==> src/rtl/lfg_pkg.sv <==
package lfg_pkg;

    typedef enum logic [2:0] {
        OP_LOAD         = 3'd0,
        OP_STORE        = 3'd1,
        OP_LD_BARRIER   = 3'd2,
        OP_ST_BARRIER   = 3'd3,
        OP_FULL_BARRIER = 3'd4,
        OP_SERIAL       = 3'd5,
        OP_PREFETCH     = 3'd6,
        OP_NOP          = 3'd7
    } op_kind_e;

    typedef struct packed {
        logic ld_pend;
        logic full_pend;
    } gate_state_t;

    localparam logic [7:0] ESC_BYTE      = 8'h0F;
    localparam logic [7:0] GROUP_BYTE    = 8'hAE;
    localparam logic [2:0] LDB_REG_FIELD = 3'd5;

endpackage

==> src/rtl/lfg_opcode_decode.sv <==
module lfg_opcode_decode
    import lfg_pkg::*;
(
    input  logic [7:0] op0,
    input  logic [7:0] op1,
    input  logic [7:0] modrm,
    output logic       is_ld_barrier
);

    logic [2:0] reg_field;

    always_comb begin
        reg_field     = modrm[5:3];
        is_ld_barrier = (op0 == ESC_BYTE) && (op1 == GROUP_BYTE) &&
                        (reg_field == LDB_REG_FIELD);
    end

endmodule

==> src/rtl/lfg_outstanding_ctr.sv <==
module lfg_outstanding_ctr #(
    parameter int CNT_W = 4
) (
    input  logic             clk,
    input  logic             rst_n,
    input  logic             inc,
    input  logic             dec,
    output logic             is_zero,
    output logic             is_full
);

    localparam logic [CNT_W-1:0] CNT_MAX = {CNT_W{1'b1}};

    logic [CNT_W-1:0] cnt_d, cnt_q;

    always_comb begin
        cnt_d = cnt_q;
        if (inc && !(dec && cnt_q != '0)) begin
            cnt_d = cnt_q + 1'b1;
        end else if (!inc && dec && cnt_q != '0) begin
            cnt_d = cnt_q - 1'b1;
        end
        is_zero = (cnt_q == '0);
        is_full = (cnt_q == CNT_MAX);
    end

    always_ff @(posedge clk) begin
        if (!rst_n) cnt_q <= '0;
        else        cnt_q <= cnt_d;
    end

    AST_NO_OVERFLOW: assert property (@(posedge clk) disable iff (!rst_n)
        (cnt_q == CNT_MAX && inc && !dec) |=> (cnt_q == CNT_MAX));

    AST_NO_WRAP: assert property (@(posedge clk) disable iff (!rst_n)
        (cnt_q == CNT_MAX) |=> (cnt_q != '0));

endmodule

==> src/rtl/lfg_order_policy.sv <==
module lfg_order_policy
    import lfg_pkg::*;
(
    input  op_kind_e kind,
    input  logic     ld_pend,
    input  logic     full_pend,
    input  logic     ld_full,
    input  logic     st_full,
    output logic     head_ok
);

    always_comb begin
        head_ok = 1'b0;
        if (!full_pend) begin
            unique case (kind)
                OP_LOAD:         head_ok = !ld_pend && !ld_full;
                OP_STORE:        head_ok = !st_full;
                OP_LD_BARRIER,
                OP_FULL_BARRIER,
                OP_SERIAL:       head_ok = !ld_pend;
                OP_ST_BARRIER,
                OP_PREFETCH,
                OP_NOP:          head_ok = 1'b1;
                default:         head_ok = 1'b0;
            endcase
        end
    end

endmodule

==> src/rtl/load_fence_gate.sv <==
module load_fence_gate
    import lfg_pkg::*;
#(
    parameter int TAG_W = 6,
    parameter int CNT_W = 4
) (
    input  logic             clk,
    input  logic             rst_n,
    input  logic             in_valid,
    output logic             in_ready,
    input  logic [2:0]       in_kind,
    input  logic [TAG_W-1:0] in_tag,
    output logic             issue_valid,
    output logic [2:0]       issue_kind,
    output logic [TAG_W-1:0] issue_tag,
    input  logic             ld_done,
    input  logic             st_done,
    input  logic [7:0]       dec_op0,
    input  logic [7:0]       dec_op1,
    input  logic [7:0]       dec_modrm,
    output logic             dec_is_ld_barrier
);

    gate_state_t st_d, st_q;
    op_kind_e    kind;
    logic        head_ok, accept;
    logic        ld_zero, ld_full, st_zero, st_full;
    logic        ld_inc, st_inc;

    lfg_opcode_decode u_dec (
        .op0           (dec_op0),
        .op1           (dec_op1),
        .modrm         (dec_modrm),
        .is_ld_barrier (dec_is_ld_barrier)
    );

    lfg_order_policy u_policy (
        .kind      (kind),
        .ld_pend   (st_q.ld_pend),
        .full_pend (st_q.full_pend),
        .ld_full   (ld_full),
        .st_full   (st_full),
        .head_ok   (head_ok)
    );

    lfg_outstanding_ctr #(.CNT_W(CNT_W)) u_ld_ctr (
        .clk     (clk),
        .rst_n   (rst_n),
        .inc     (ld_inc),
        .dec     (ld_done),
        .is_zero (ld_zero),
        .is_full (ld_full)
    );

    lfg_outstanding_ctr #(.CNT_W(CNT_W)) u_st_ctr (
        .clk     (clk),
        .rst_n   (rst_n),
        .inc     (st_inc),
        .dec     (st_done),
        .is_zero (st_zero),
        .is_full (st_full)
    );

    always_comb begin
        kind   = op_kind_e'(in_kind);
        accept = in_valid && head_ok;
        ld_inc = accept && (kind == OP_LOAD);
        st_inc = accept && (kind == OP_STORE);
        st_d   = st_q;

        if (st_q.ld_pend && ld_zero)
            st_d.ld_pend = 1'b0;
        if (st_q.full_pend && ld_zero && st_zero)
            st_d.full_pend = 1'b0;

        if (accept) begin
            case (kind)
                OP_LD_BARRIER:
                    if (!ld_zero) st_d.ld_pend = 1'b1;
                OP_FULL_BARRIER, OP_SERIAL:
                    if (!(ld_zero && st_zero)) st_d.full_pend = 1'b1;
                default: ;
            endcase
        end

        in_ready    = head_ok;
        issue_valid = accept;
        issue_kind  = in_kind;
        issue_tag   = in_tag;
    end

    always_ff @(posedge clk) begin
        if (!rst_n) st_q <= '0;
        else        st_q <= st_d;
    end

    AST_NO_LOAD_UNDER_BARRIER: assert property (@(posedge clk) disable iff (!rst_n)
        (issue_valid && issue_kind == OP_LOAD) |-> !st_q.ld_pend);

    AST_BARRIER_HOLDS: assert property (@(posedge clk) disable iff (!rst_n)
        (st_q.ld_pend && !ld_zero) |=> st_q.ld_pend);

    AST_BARRIER_RETIRES: assert property (@(posedge clk) disable iff (!rst_n)
        (st_q.ld_pend && ld_zero) |=> !st_q.ld_pend);

    AST_STORE_PASSES: assert property (@(posedge clk) disable iff (!rst_n)
        (in_valid && in_kind == OP_STORE && st_q.ld_pend && !st_q.full_pend && !st_full)
            |-> issue_valid);

    AST_FULL_BLOCKS_ALL: assert property (@(posedge clk) disable iff (!rst_n)
        st_q.full_pend |-> !issue_valid);

endmodule

==> config.mk <==
export PLATFORM = sky130hd
export DESIGN_NAME = load_fence_gate
export DESIGN_NICKNAME = d
export VERILOG_FILES = /design/src/rtl/lfg_pkg.sv /design/src/rtl/lfg_opcode_decode.sv /design/src/rtl/lfg_outstanding_ctr.sv /design/src/rtl/lfg_order_policy.sv /design/src/rtl/load_fence_gate.sv
export SDC_FILE = /design/constraint.sdc
export NUM_CORES = 1
export LEC_CHECK = 0
export BUFFER_PORTS_ARGS = -buffer_cell sky130_fd_sc_hd__buf_2
export CORE_MARGIN = 2
export CORE_UTILIZATION = 40
export DETAILED_ROUTE_END_ITERATION = 7
export PLACE_DENSITY = 0.82
export SLEW_MARGIN = 20
export SYNTH_ARGS = -nofsm -noshare
export SYNTH_HDL_FRONTEND = slang
export SYNTH_SLANG_ARGS = --single-unit
==> constraint.sdc <==
create_clock -name clk -period 7.5 [get_ports clk]
set_input_delay 1.125 -clock clk [delete_from_list [all_inputs] [get_ports clk]]
set_output_delay 1.125 -clock clk [all_outputs]
set_load 0.1 [all_outputs]
==> reports/qor.yml <==
yosys:
  synth_top_area_share: 0.198
  async_reset_ff_frac: 0
  synth-compound-area-share: 0.168
  syn_area_um2: 1010
  yosysUniqueCellTypes: 47
  synth_warnings: 0
  synth_adder_area_share: 0.0890
  yosysMostFrequentCell: "nand2_1"
  yosys-top-cells-count: "nand2_1, dfxtp_1, buf_4"
  synth-seq-area-share: 0.198
  synth_top_family_by_area: "simple AND/OR/NAND/NOR gates"
  synthMuxAreaShare: 0.0494
  synthesis.nets: 164
  syn_inst: 120
  synth_xor_area_frac: 0.0260
  synthTopCellsByArea: "dfxtp_1, buf_4, ha_1"
  synth_edf_count: 0
  avgSynthCellArea_um2: 8.44
  synth-simple-area-share: 0.377
  yosys.area.top_type: "dfxtp_1"
  synth-main-ff-cell: "dfxtp_1"
  synth_seq_cells: 10
critical_path:
  worstSetupEndpointType: "output pin"
  worst-path-stages: 6
  arrival_ns: 2.88
  crit_type: "in2out"
  crit_required_ns: 6.38
  ff2ff_setup_slack_ns: 4.59
  critPathMaxFanout: 12
  critPathLaunch: "in_kind[2]"
  worstPathBufferInverterCount: 2
  cp-endpoint: "issue_valid"
  crit_path_frequent_cell: "buf_2"
  max_stage_delay_ns: 0.68
  cpMaxStageDelayCell: "o2bb2ai_1"
  crit_path_start_kind: "input pin"
  worst_r2r_path_depth: 7
  cp_top_family: "compound AO/OA/AOI/OAI gates"
  r2r-end: "u_st_ctr.cnt_q[2]$_SDFFE_PN0P_"
  regToRegStartpoint: "u_st_ctr.cnt_q[0]$_SDFFE_PN0P_"
  cp_cell_sequence: "buf_2 > nor3_1 > o2bb2ai_1 > and3_1 > and2_1 > buf_2"
detailed_routing:
  postRouteAntennaNets: 0
  dr_total_vias: 1021
  dr.pass1.iters: 4
  drt-initial-drc-count: 17
  totalWireLength_mm: 2.38
  wl_per_cell_um: 13.7
  drc: 0
  routed_via_density: 5.90
cts:
  cts-root-buf: "clkbuf_4"
  clk_latency_ns: 0.27
  clock-sinks: 10
  postCtsSetupRepairBufs: 0
  clkTransAtPathRegs_ns: 0.07
  cts_made_buffers: 3
  cts_resized: 0
  clockBufferDepth: 2
  hold_buffers: 0
  htree_levels: 1
  cts_tree: "yes"
die:
  chipHeight_um: 54.3
  core_area_um2: 2430
  dieWidth_um: 54.3
  dieArea_um2: 2950
  num_rows: 18
  num_io_pins: 50
  start_util: 0.416
sta:
  final.setup.tns_ns: 0
  clock_skew_ns: 0.00453
  finalHoldViolations: 0
  finalSetupViolCount: 0
  fin_crit_sh: 0.535
  fmax_ghz: 0.249
  drv_slew: 0
  rsz0062_at_grt: "false"
  max_slew_margin: 0.436
  tightest_slew_ns: 0.846
  whs_ns: 0.522
  min_period_ns: 4.01
grt:
  grt_pass1_wl_mm: 3.73
  grt_pass1_vias: 938
  grt.total_usage: 0.171
  antenna_found_initial: 0
  grt_max_degree: 24
  overflow: 0
layout:
  syn_to_final_growth_pct: 14.2
  fillCellCount: 243
  multi_input_area_um2: 718
  ff_latch_area_um2: 200
  n_antenna_cell: 0
  drive_gt1_frac: 0.287
  fin_nets: 188
power:
  power_density_nw_per_um2: 248
  p_leak_nw: 0.536
  p_total_mw: 0.287
  ir_drop_mv: 0.120
status:
  status: "finished clean"
placement:
  hpwlAfterDp_mm: 1.84
  globalplace.congestion: 0.761
  io_buffers: 32
job:
  maxCapViolCount: 0
worst_hold_path:
  hold_start: "u_ld_ctr.cnt_q[3]$_SDFFE_PN0P_"
  hold_class: "reg2reg"
[cell type report]
class / instances / share of cell area
multi-input cells: 96 / 0.621
repair buffers: 32 / 0.139
inverters: 1 / 0.00325
flip-flops and latches: 10 / 0.173
well taps: 30 / 0.0325
clock buffers: 4 / 0.0314
[cells in the final DEF, fill, tap and decap left out, types with 2 or more instances in the layout]
| cell type | instances |
|---|---|
| dfxtp_1 | 10 |
| ha_1 | 4 |
| nand4_1 | 4 |
| or4_1 | 4 |
| buf_2 | 32 |
| nand2_1 | 13 |
| o21ai_0 | 2 |
| fa_1 | 2 |
| mux2i_1 | 5 |
| and2_1 | 3 |
| clkbuf_4 | 3 |
| and3_1 | 4 |
| a21oi_1 | 2 |
| nor3_1 | 2 |
| o32ai_1 | 2 |
| a211oi_1 | 2 |
| xor2_1 | 2 |
| nand2b_1 | 4 |
| o211ai_1 | 2 |
| and4b_1 | 3 |
| nand3_1 | 7 |
| nor2_1 | 5 |
| nor4b_1 | 2 |
[worst min-delay path by stage]
stage | slack (ns) | end | cells past startpoint
6_report | 0.52 | u_ld_ctr.cnt_q[3]$_SDFFE_PN0P_ | 2
5_1_grt | 0.55 | u_ld_ctr.cnt_q[3]$_SDFFE_PN0P_ | 2
4_1_cts | 0.52 | u_ld_ctr.cnt_q[3]$_SDFFE_PN0P_ | 2
3_5_place_dp | 0.50 | u_ld_ctr.cnt_q[3]$_SDFFE_PN0P_ | 2
3_3_place_gp | 0.48 | u_ld_ctr.cnt_q[3]$_SDFFE_PN0P_ | 2
2_1_floorplan | 0.47 | u_ld_ctr.cnt_q[3]$_SDFFE_PN0P_ | 2
[metrics by stage]
| stage | instances | instance area [µm²] | util | worst slack, ns |
|---|---|---|---|---|
| floorplan | 120 | 1010 | - | 2.78 |
| global placement | 169 | 1120 | 0.460 | 3.60 |
| detailed placement | 169 | 1120 | 0.460 | 3.55 |
| CTS | 173 | 1160 | 0.475 | 3.55 |
| global route | 173 | 1160 | 0.475 | 3.43 |
| finish | 173 | 1160 | 0.475 | 3.49 |
[state kept, by name (all words and copies together), names as in the netlist]
| register | cells |
|---|---|
| u_ld_ctr.cnt_q | 4 |
| u_st_ctr.cnt_q | 4 |
| st_q | 2 |
[per-layer routing]
layer / share of wire / global-route usage / vias up
met4: 0.014 / 0.0708 / 0
met5: 0 / 0 / -
met1: 0.42 / 0.192 / 469
li1: - / - / 503
met2: 0.50 / 0.331 / 43
met3: 0.069 / 0.00820 / 6
[power by group]
group	switching, mW	internal (mW)	total, mW
logic	0.0777	0.0645	0.142
registers	0.0267	0.0674	0.0941
clock network	0.0214	0.0295	0.0509
[kinds of logic after synthesis]
| family | after synthesis |
|---|---|
| AND/OR/NAND/NOR | 61 |
| flip-flops | 10 |
| adder cells (fa/ha/maj) | 6 |
| AO/OA/AOI/OAI | 21 |
| multiplexers | 5 |
| buffers and inverters | 14 |
| XOR/XNOR | 3 |
[tightest hold or removal path, stage by stage (launching register included)]
cell and delay [ns]:
dfxtp_1 0.35, nand2_1 0.07, mux2i_1 0.06
(Power assumes the default switching activity.)
